$ cat config.mk
export PLATFORM = sky130hd
export DESIGN_NAME = vmant_apply
export DESIGN_NICKNAME = d
export VERILOG_FILES = /design/src/rtl/vmant_pkg.sv /design/src/rtl/mant_lane.sv /design/src/rtl/lane_merge.sv /design/src/rtl/vmant_apply.sv
export SDC_FILE = /design/constraint.sdc
export NUM_CORES = 2
export LEC_CHECK = 0
export ABC_AREA = 1
export BUFFER_PORTS_ARGS = -buffer_cell sky130_fd_sc_hd__buf_2
export CAP_MARGIN = 20
export CORE_AREA = 2 2 619 621
export DETAILED_ROUTE_END_ITERATION = 10
export DIE_AREA = 0 0 621 623
export PLACE_DENSITY = 0.42
export SLEW_MARGIN = 20
export SYNTH_ARGS = -nofsm -noshare
export SYNTH_HDL_FRONTEND = slang
export SYNTH_SLANG_ARGS = --single-unit
$ cat constraint.sdc
create_clock -name clk -period 0.8 [get_ports clk]
set_input_delay 0.04 -clock clk [delete_from_list [all_inputs] [get_ports clk]]
set_output_delay 0.04 -clock clk [all_outputs]
set_load 0.01 [all_outputs]
$ cat src/rtl/vmant_pkg.sv
package vmant_pkg;
  localparam int EW = 32;
  localparam int FW = 23;
  localparam logic [EW-1:0] FP_POS_ONE = 32'h3F80_0000;
  localparam logic [EW-1:0] FP_NEG_ONE = 32'hBF80_0000;
  localparam logic [EW-1:0] FP_QNAN_DF = 32'hFFC0_0000;

  typedef struct packed {
    logic den;
    logic inv;
  } exc_t;

  // position of the leading one counted from bit FW-1; FW when zero
  function automatic logic [4:0] lead_zeros(input logic [FW-1:0] f);
    logic [4:0] n;
    n = 5'(FW);
    for (int b = 0; b < FW; b++) begin
      if (f[b]) n = 5'(FW - 1 - b);
    end
    return n;
  endfunction
endpackage

$ cat src/rtl/mant_lane.sv
module mant_lane
  import vmant_pkg::*;
(
  input  logic [EW-1:0] val_i,
  input  logic [1:0]    intv_i,
  input  logic [1:0]    sgn_i,
  input  logic          daz_i,
  output logic [EW-1:0] res_o,
  output exc_t          exc_o
);
  logic          s_in;
  logic [7:0]    e_in;
  logic [FW-1:0] f_in;
  logic          is_nan, is_inf, is_zero, is_den;
  logic [4:0]    lz;
  logic [5:0]    shamt;
  logic [FW-1:0] f_nrm;
  logic [7:0]    e_nrm;
  logic [7:0]    e_out;
  logic          odd_k;

  always_comb begin
    s_in    = val_i[EW-1];
    e_in    = val_i[EW-2:FW];
    f_in    = val_i[FW-1:0];
    is_nan  = (e_in == 8'hFF) && (f_in != '0);
    is_inf  = (e_in == 8'hFF) && (f_in == '0);
    is_zero = (e_in == 8'h00) && ((f_in == '0) || daz_i);
    is_den  = (e_in == 8'h00) && (f_in != '0) && !daz_i;
    lz      = lead_zeros(f_in);
    shamt   = 6'(lz) + 6'd1;
    f_nrm   = is_den ? FW'(f_in << shamt) : f_in;
    e_nrm   = is_den ? (8'd126 - 8'(lz)) : e_in;
    odd_k   = ~e_nrm[0];
    case (intv_i)
      2'd0:    e_out = 8'd127;
      2'd1:    e_out = odd_k ? 8'd126 : 8'd127;
      2'd2:    e_out = 8'd126;
      default: e_out = f_nrm[FW-1] ? 8'd126 : 8'd127;
    endcase
  end

  always_comb begin
    res_o     = {(sgn_i[0] ? 1'b0 : s_in), e_out, f_nrm};
    exc_o.inv = 1'b0;
    exc_o.den = is_den;
    if (is_nan) begin
      res_o     = val_i | (EW'(1) << (FW - 1));
      exc_o.inv = ~f_in[FW-1];
      exc_o.den = 1'b0;
    end else if (is_zero || is_inf) begin
      exc_o.den = 1'b0;
      if (!s_in) begin
        res_o = FP_POS_ONE;
      end else if (is_inf && sgn_i[1]) begin
        res_o     = FP_QNAN_DF;
        exc_o.inv = 1'b1;
      end else begin
        res_o = sgn_i[0] ? FP_POS_ONE : FP_NEG_ONE;
      end
    end else if (s_in && sgn_i[1]) begin
      res_o     = FP_QNAN_DF;
      exc_o.inv = 1'b1;
      exc_o.den = 1'b0;
    end
  end

  always_comb begin
    if (exc_o.inv) begin

      inv_gives_qnan_chk: assert (res_o[EW-2:FW] == 8'hFF && res_o[FW-1]);
    end
    if (exc_o.den) begin

      den_interval_chk: assert (res_o[EW-2:FW] == 8'd126 || res_o[EW-2:FW] == 8'd127);
    end
  end
endmodule

$ cat src/rtl/lane_merge.sv
module lane_merge
  import vmant_pkg::*;
(
  input  logic [EW-1:0] res_i,
  input  logic [EW-1:0] old_i,
  input  logic          act_i,
  input  logic          sel_i,
  input  logic          zero_i,
  output logic [EW-1:0] out_o
);
  always_comb begin
    if (!act_i)      out_o = '0;
    else if (sel_i)  out_o = res_i;
    else if (zero_i) out_o = '0;
    else             out_o = old_i;
  end
endmodule

$ cat src/rtl/vmant_apply.sv
module vmant_apply
  import vmant_pkg::*;
#(
  parameter int MAX_LANES = 16
) (
  input  logic                    clk,
  input  logic                    rst_n,
  input  logic [MAX_LANES*32-1:0] src_i,
  input  logic [MAX_LANES*32-1:0] old_dst_i,
  input  logic [MAX_LANES-1:0]    mask_i,
  input  logic                    mask_en_i,
  input  logic [1:0]              vl_sel_i,
  input  logic                    bcast_i,
  input  logic                    zero_i,
  input  logic [7:0]              ctrl_i,
  input  logic                    daz_i,
  output logic [MAX_LANES*32-1:0] dst_o,
  output logic [1:0]              flags_o
);
  localparam int VW = MAX_LANES * EW;
  localparam int CW = $clog2(MAX_LANES + 1);

  logic [CW-1:0]        n_lanes;
  logic [VW-1:0]        dst_d;
  exc_t                 lane_exc [MAX_LANES];
  exc_t                 flags_d;

  always_comb begin
    case (vl_sel_i)
      2'd0:    n_lanes = CW'(MAX_LANES / 4);
      2'd1:    n_lanes = CW'(MAX_LANES / 2);
      default: n_lanes = CW'(MAX_LANES);
    endcase
  end

  for (genvar g = 0; g < MAX_LANES; g++) begin : g_lane
    logic [EW-1:0] lane_in;
    logic [EW-1:0] lane_res;
    exc_t          lane_raw;
    logic          act;
    logic          sel;

    assign lane_in = bcast_i ? src_i[EW-1:0] : src_i[g*EW +: EW];
    assign act     = (CW'(g) < n_lanes);
    assign sel     = act && (!mask_en_i || mask_i[g]);

    mant_lane u_lane (
      .val_i  (lane_in),
      .intv_i (ctrl_i[1:0]),
      .sgn_i  (ctrl_i[3:2]),
      .daz_i  (daz_i),
      .res_o  (lane_res),
      .exc_o  (lane_raw)
    );

    lane_merge u_merge (
      .res_i  (lane_res),
      .old_i  (old_dst_i[g*EW +: EW]),
      .act_i  (act),
      .sel_i  (sel),
      .zero_i (zero_i),
      .out_o  (dst_d[g*EW +: EW])
    );

    assign lane_exc[g] = sel ? lane_raw : exc_t'('0);
  end

  always_comb begin
    flags_d = '0;
    for (int i = 0; i < MAX_LANES; i++) begin
      flags_d = flags_d | lane_exc[i];
    end
  end

  always_ff @(posedge clk or negedge rst_n) begin
    if (!rst_n) begin
      dst_o   <= '0;
      flags_o <= '0;
    end else begin
      dst_o   <= dst_d;
      flags_o <= flags_d;
    end
  end


  upper_clear_chk: assert property (@(posedge clk) disable iff (!rst_n)
    ($past(vl_sel_i) == 2'd0) |-> (dst_o[VW-1:VW/4] == '0));


  zero_fill_chk: assert property (@(posedge clk) disable iff (!rst_n)
    $past(zero_i && mask_en_i && (mask_i == '0)) |-> (dst_o == '0));


  merge_keep_chk: assert property (@(posedge clk) disable iff (!rst_n)
    $past(!zero_i && mask_en_i && (mask_i == '0) && vl_sel_i[1])
      |-> (dst_o == $past(old_dst_i)));


  bcast_same_chk: assert property (@(posedge clk) disable iff (!rst_n)
    $past(bcast_i && !mask_en_i && (vl_sel_i != 2'd0))
      |-> (dst_o[2*EW-1:EW] == dst_o[EW-1:0]));


  no_masked_flag_chk: assert property (@(posedge clk) disable iff (!rst_n)
    $past(mask_en_i && (mask_i == '0)) |-> (flags_o == 2'b00));
endmodule

==> qor.csv <==
metric,value,unit
yosys.area.top_type_share,23.99,%
ys_dominant_reg_cell,dfrtp_1,
cp_max_fo,8,
required,1520,ps
utilization,28.48,%
ir_drop,0.001354,V
worst_path_max_delay_cell,nor2_4,
grt_use_met2,43.55,%
synth-edff-count,0,
worstMarginPinSlew,955.8,ps
root_buffer,clkbuf_16,
start_util,14.09,%
register_area,0.01286,sq mm
final_cell_mix,"2,810 x nand2_1, 2,449 x buf_4, 1,563 x buf_2, 827 x nand3_1, 804 x a21oi_1",
via_per_inst,4.573,
hp-class,input pin to flop,
layout-drive-gt1-share,42.88,%
wl_per_cell,28.49,microns
power,157400,uW
routabilityCongestion,1.020,
fin_nets,15130,
drc_errors,0,
grt-ovfl-total,0,
worstSetupStartpoint,bcast_i,
crit_top_cell,nand2_1,
cap_violations,0,
grt_use_total,27.18,%
cts_made_buffers,81,
first_pass_iters,6,
arrival,3940,ps
busiest_layer,met2,
routed_wl,552900,microns
setup_viol,1516,
synth.largest_area_cell,dfrtp_1,
vias,88760,
crit_path_start_kind,input pin,
ys_warn_count,0,
rsz0062_at_grt,true,
grt_max_degree,43,
path_class,input pin to flop,
fin_crit_sh,403.1,%
cts.htree.levels,3,
die_width,621,microns
multi_input_area,0.04080,sq mm
grtUsageMet3,6.729,%
dp_hpwl,473300,microns
violations,"negative hold slack, negative setup slack",
power_density,1452,mW/mm^2
path_clk_slew,60,ps
synthTopCellsByArea,"dfrtp_1 24%, nand2_1 21%, a21oi_1 9.6%",
ys_ff_latch,514,
first_global_vias,85860,
drv_slew,0,
cts_tree,done,
outcome,"complete, but fails checks",
use_met1,32.53,%
io_buffer_count,1565,
clock_path_buffers,4,
antenna_found_initial,292,
die_area,0.3869,sq mm
finalHoldViolCount,248,
setup_ws,-2425,ps
drtIter0Drc,7728,
clock-sinks,514,
power_leakage,0.05305,uW
endpoint_kind,flop,
final_common_cell,nand2_1,
grt_pass1_wl,727300,microns
die_h,623,microns
worstSetupEndpoint,dst_o[233]$_DFF_PN0_,
relSlewSlack,36.13,%
synthArstFlopShare,100.0,%
synth_cells,9227,
syn-cell-area,0.05363,sq mm
synth.avg_cell_area,5.812,sq um
hold_ws,-354.3,ps
synth.yosys.seq_area_share,23.99,%
fmax,310.1,MHz
n_fill_cell,42630,
critical-path-max-stage-delay,250,ps
area_delta_synth_final,102.1,%
finalCriticalPeriod,3225,ps
synth_cell_types,79,
synth_fp_nets,10300,
rows,227,
core_area,0.3806,sq mm
ios,1570,
antenna_left,0,
[state kept, by name (all words and copies together), names as in the netlist]
register	flops
dst_o	512
flags_o	2
[through the flow]
stage	cell area, sq um	setup slack [ps]	instances	setup TNS [ps]
finish	108400	-2425	19410	-1374880
global route	108100	-2592	19280	-1518960
CTS	103000	-2294	19040	-1373740
detailed placement	88250	-4028	17990	-1459690
global placement	88230	-4101	17990	-1479700
floorplan	54380	-2373	9227	-973300
[cells in the mapped netlist (40+ instances only)]
| cell type | n |
|---|---|
| a21oi_1 | 1028 |
| a21oi_2 | 45 |
| a22oi_1 | 40 |
| a31oi_1 | 55 |
| buf_1 | 40 |
| buf_2 | 106 |
| buf_6 | 62 |
| clkbuf_1 | 280 |
| dfrtp_1 | 514 |
| inv_1 | 754 |
| inv_2 | 86 |
| nand2_1 | 3039 |
| nand3_1 | 1009 |
| nand4_1 | 48 |
| nor2_1 | 496 |
| nor3_1 | 44 |
| nor4_1 | 46 |
| o211ai_1 | 152 |
| o21ai_0 | 726 |
| o21ai_1 | 152 |
[cell families after synthesis]
logic type | after synthesis | synth area share (%)
xor gates and xnor gates | 12 | 0.4130
muxes | 7 | 0.1307
and+or+nand+nor | 4902 | 38.99
DFF | 514 | 23.99
adders and majority gates | 17 | 0.3966
buffers and inverters | 1368 | 10.86
AOI/OAI and AO/OA | 2407 | 25.22
[routing by layer]
layer	wire length [microns]	vias up
met5	685	-
met4	40950	108
met3	42740	1022
met2	247800	3823
met1	220700	42950
li1	-	40860
[worst min path at each step]
stage / cells past startpoint / from / to / slack (ps)
global placement: 2 / rst_n / dst_o[226]$_DFF_PN0_ / 50
finish: 4 / mask_i[3] / dst_o[122]$_DFF_PN0_ / -350
global route: 4 / mask_i[3] / dst_o[123]$_DFF_PN0_ / -350
detailed placement: 2 / rst_n / dst_o[226]$_DFF_PN0_ / 50
floorplan: 0 / rst_n / dst_o[0]$_DFF_PN0_ / -260
CTS: 4 / mask_i[3] / dst_o[124]$_DFF_PN0_ / -410
[power by group]
group / switching [uW] / total (uW) / internal [uW]
logic: 51500 / 89600 / 38100
registers: 1170 / 30000 / 28800
clock network: 16100 / 37800 / 21700
total: 68800 / 157000 / 88500
[critical path: cells and delay by family]
family                   cells  cell delay (ps)
buffers and inverters       14             1790
AND/OR/NAND/NOR             11              980
AO/OA/AOI/OAI                6              900
adder cells (fa/ha/maj)      1              150
[layout make-up]
class | instances | area share, %
timing repair buffer | 5245 | 38.31
multi-input combinational | 7348 | 37.65
sequential | 514 | 11.87
tap | 5038 | 5.816
inverter | 859 | 3.279
clock buffer | 104 | 2.090
antenna | 262 | 0.6050
clock inverter | 35 | 0.3556
timing repair inverter | 3 | 0.03117
[timing repair]
action / in CTS / in global routing
resized for setup: 768 / 1125
endpoints found under the setup margin: 996 / 1516
pin swaps: 153 / 377
hold buffers: 788 / 3
gates cloned: 18 / 13
buffers inserted: 115 / 114
hold endpoints to repair: 1026 / 251
(Power assumes the default switching activity.)
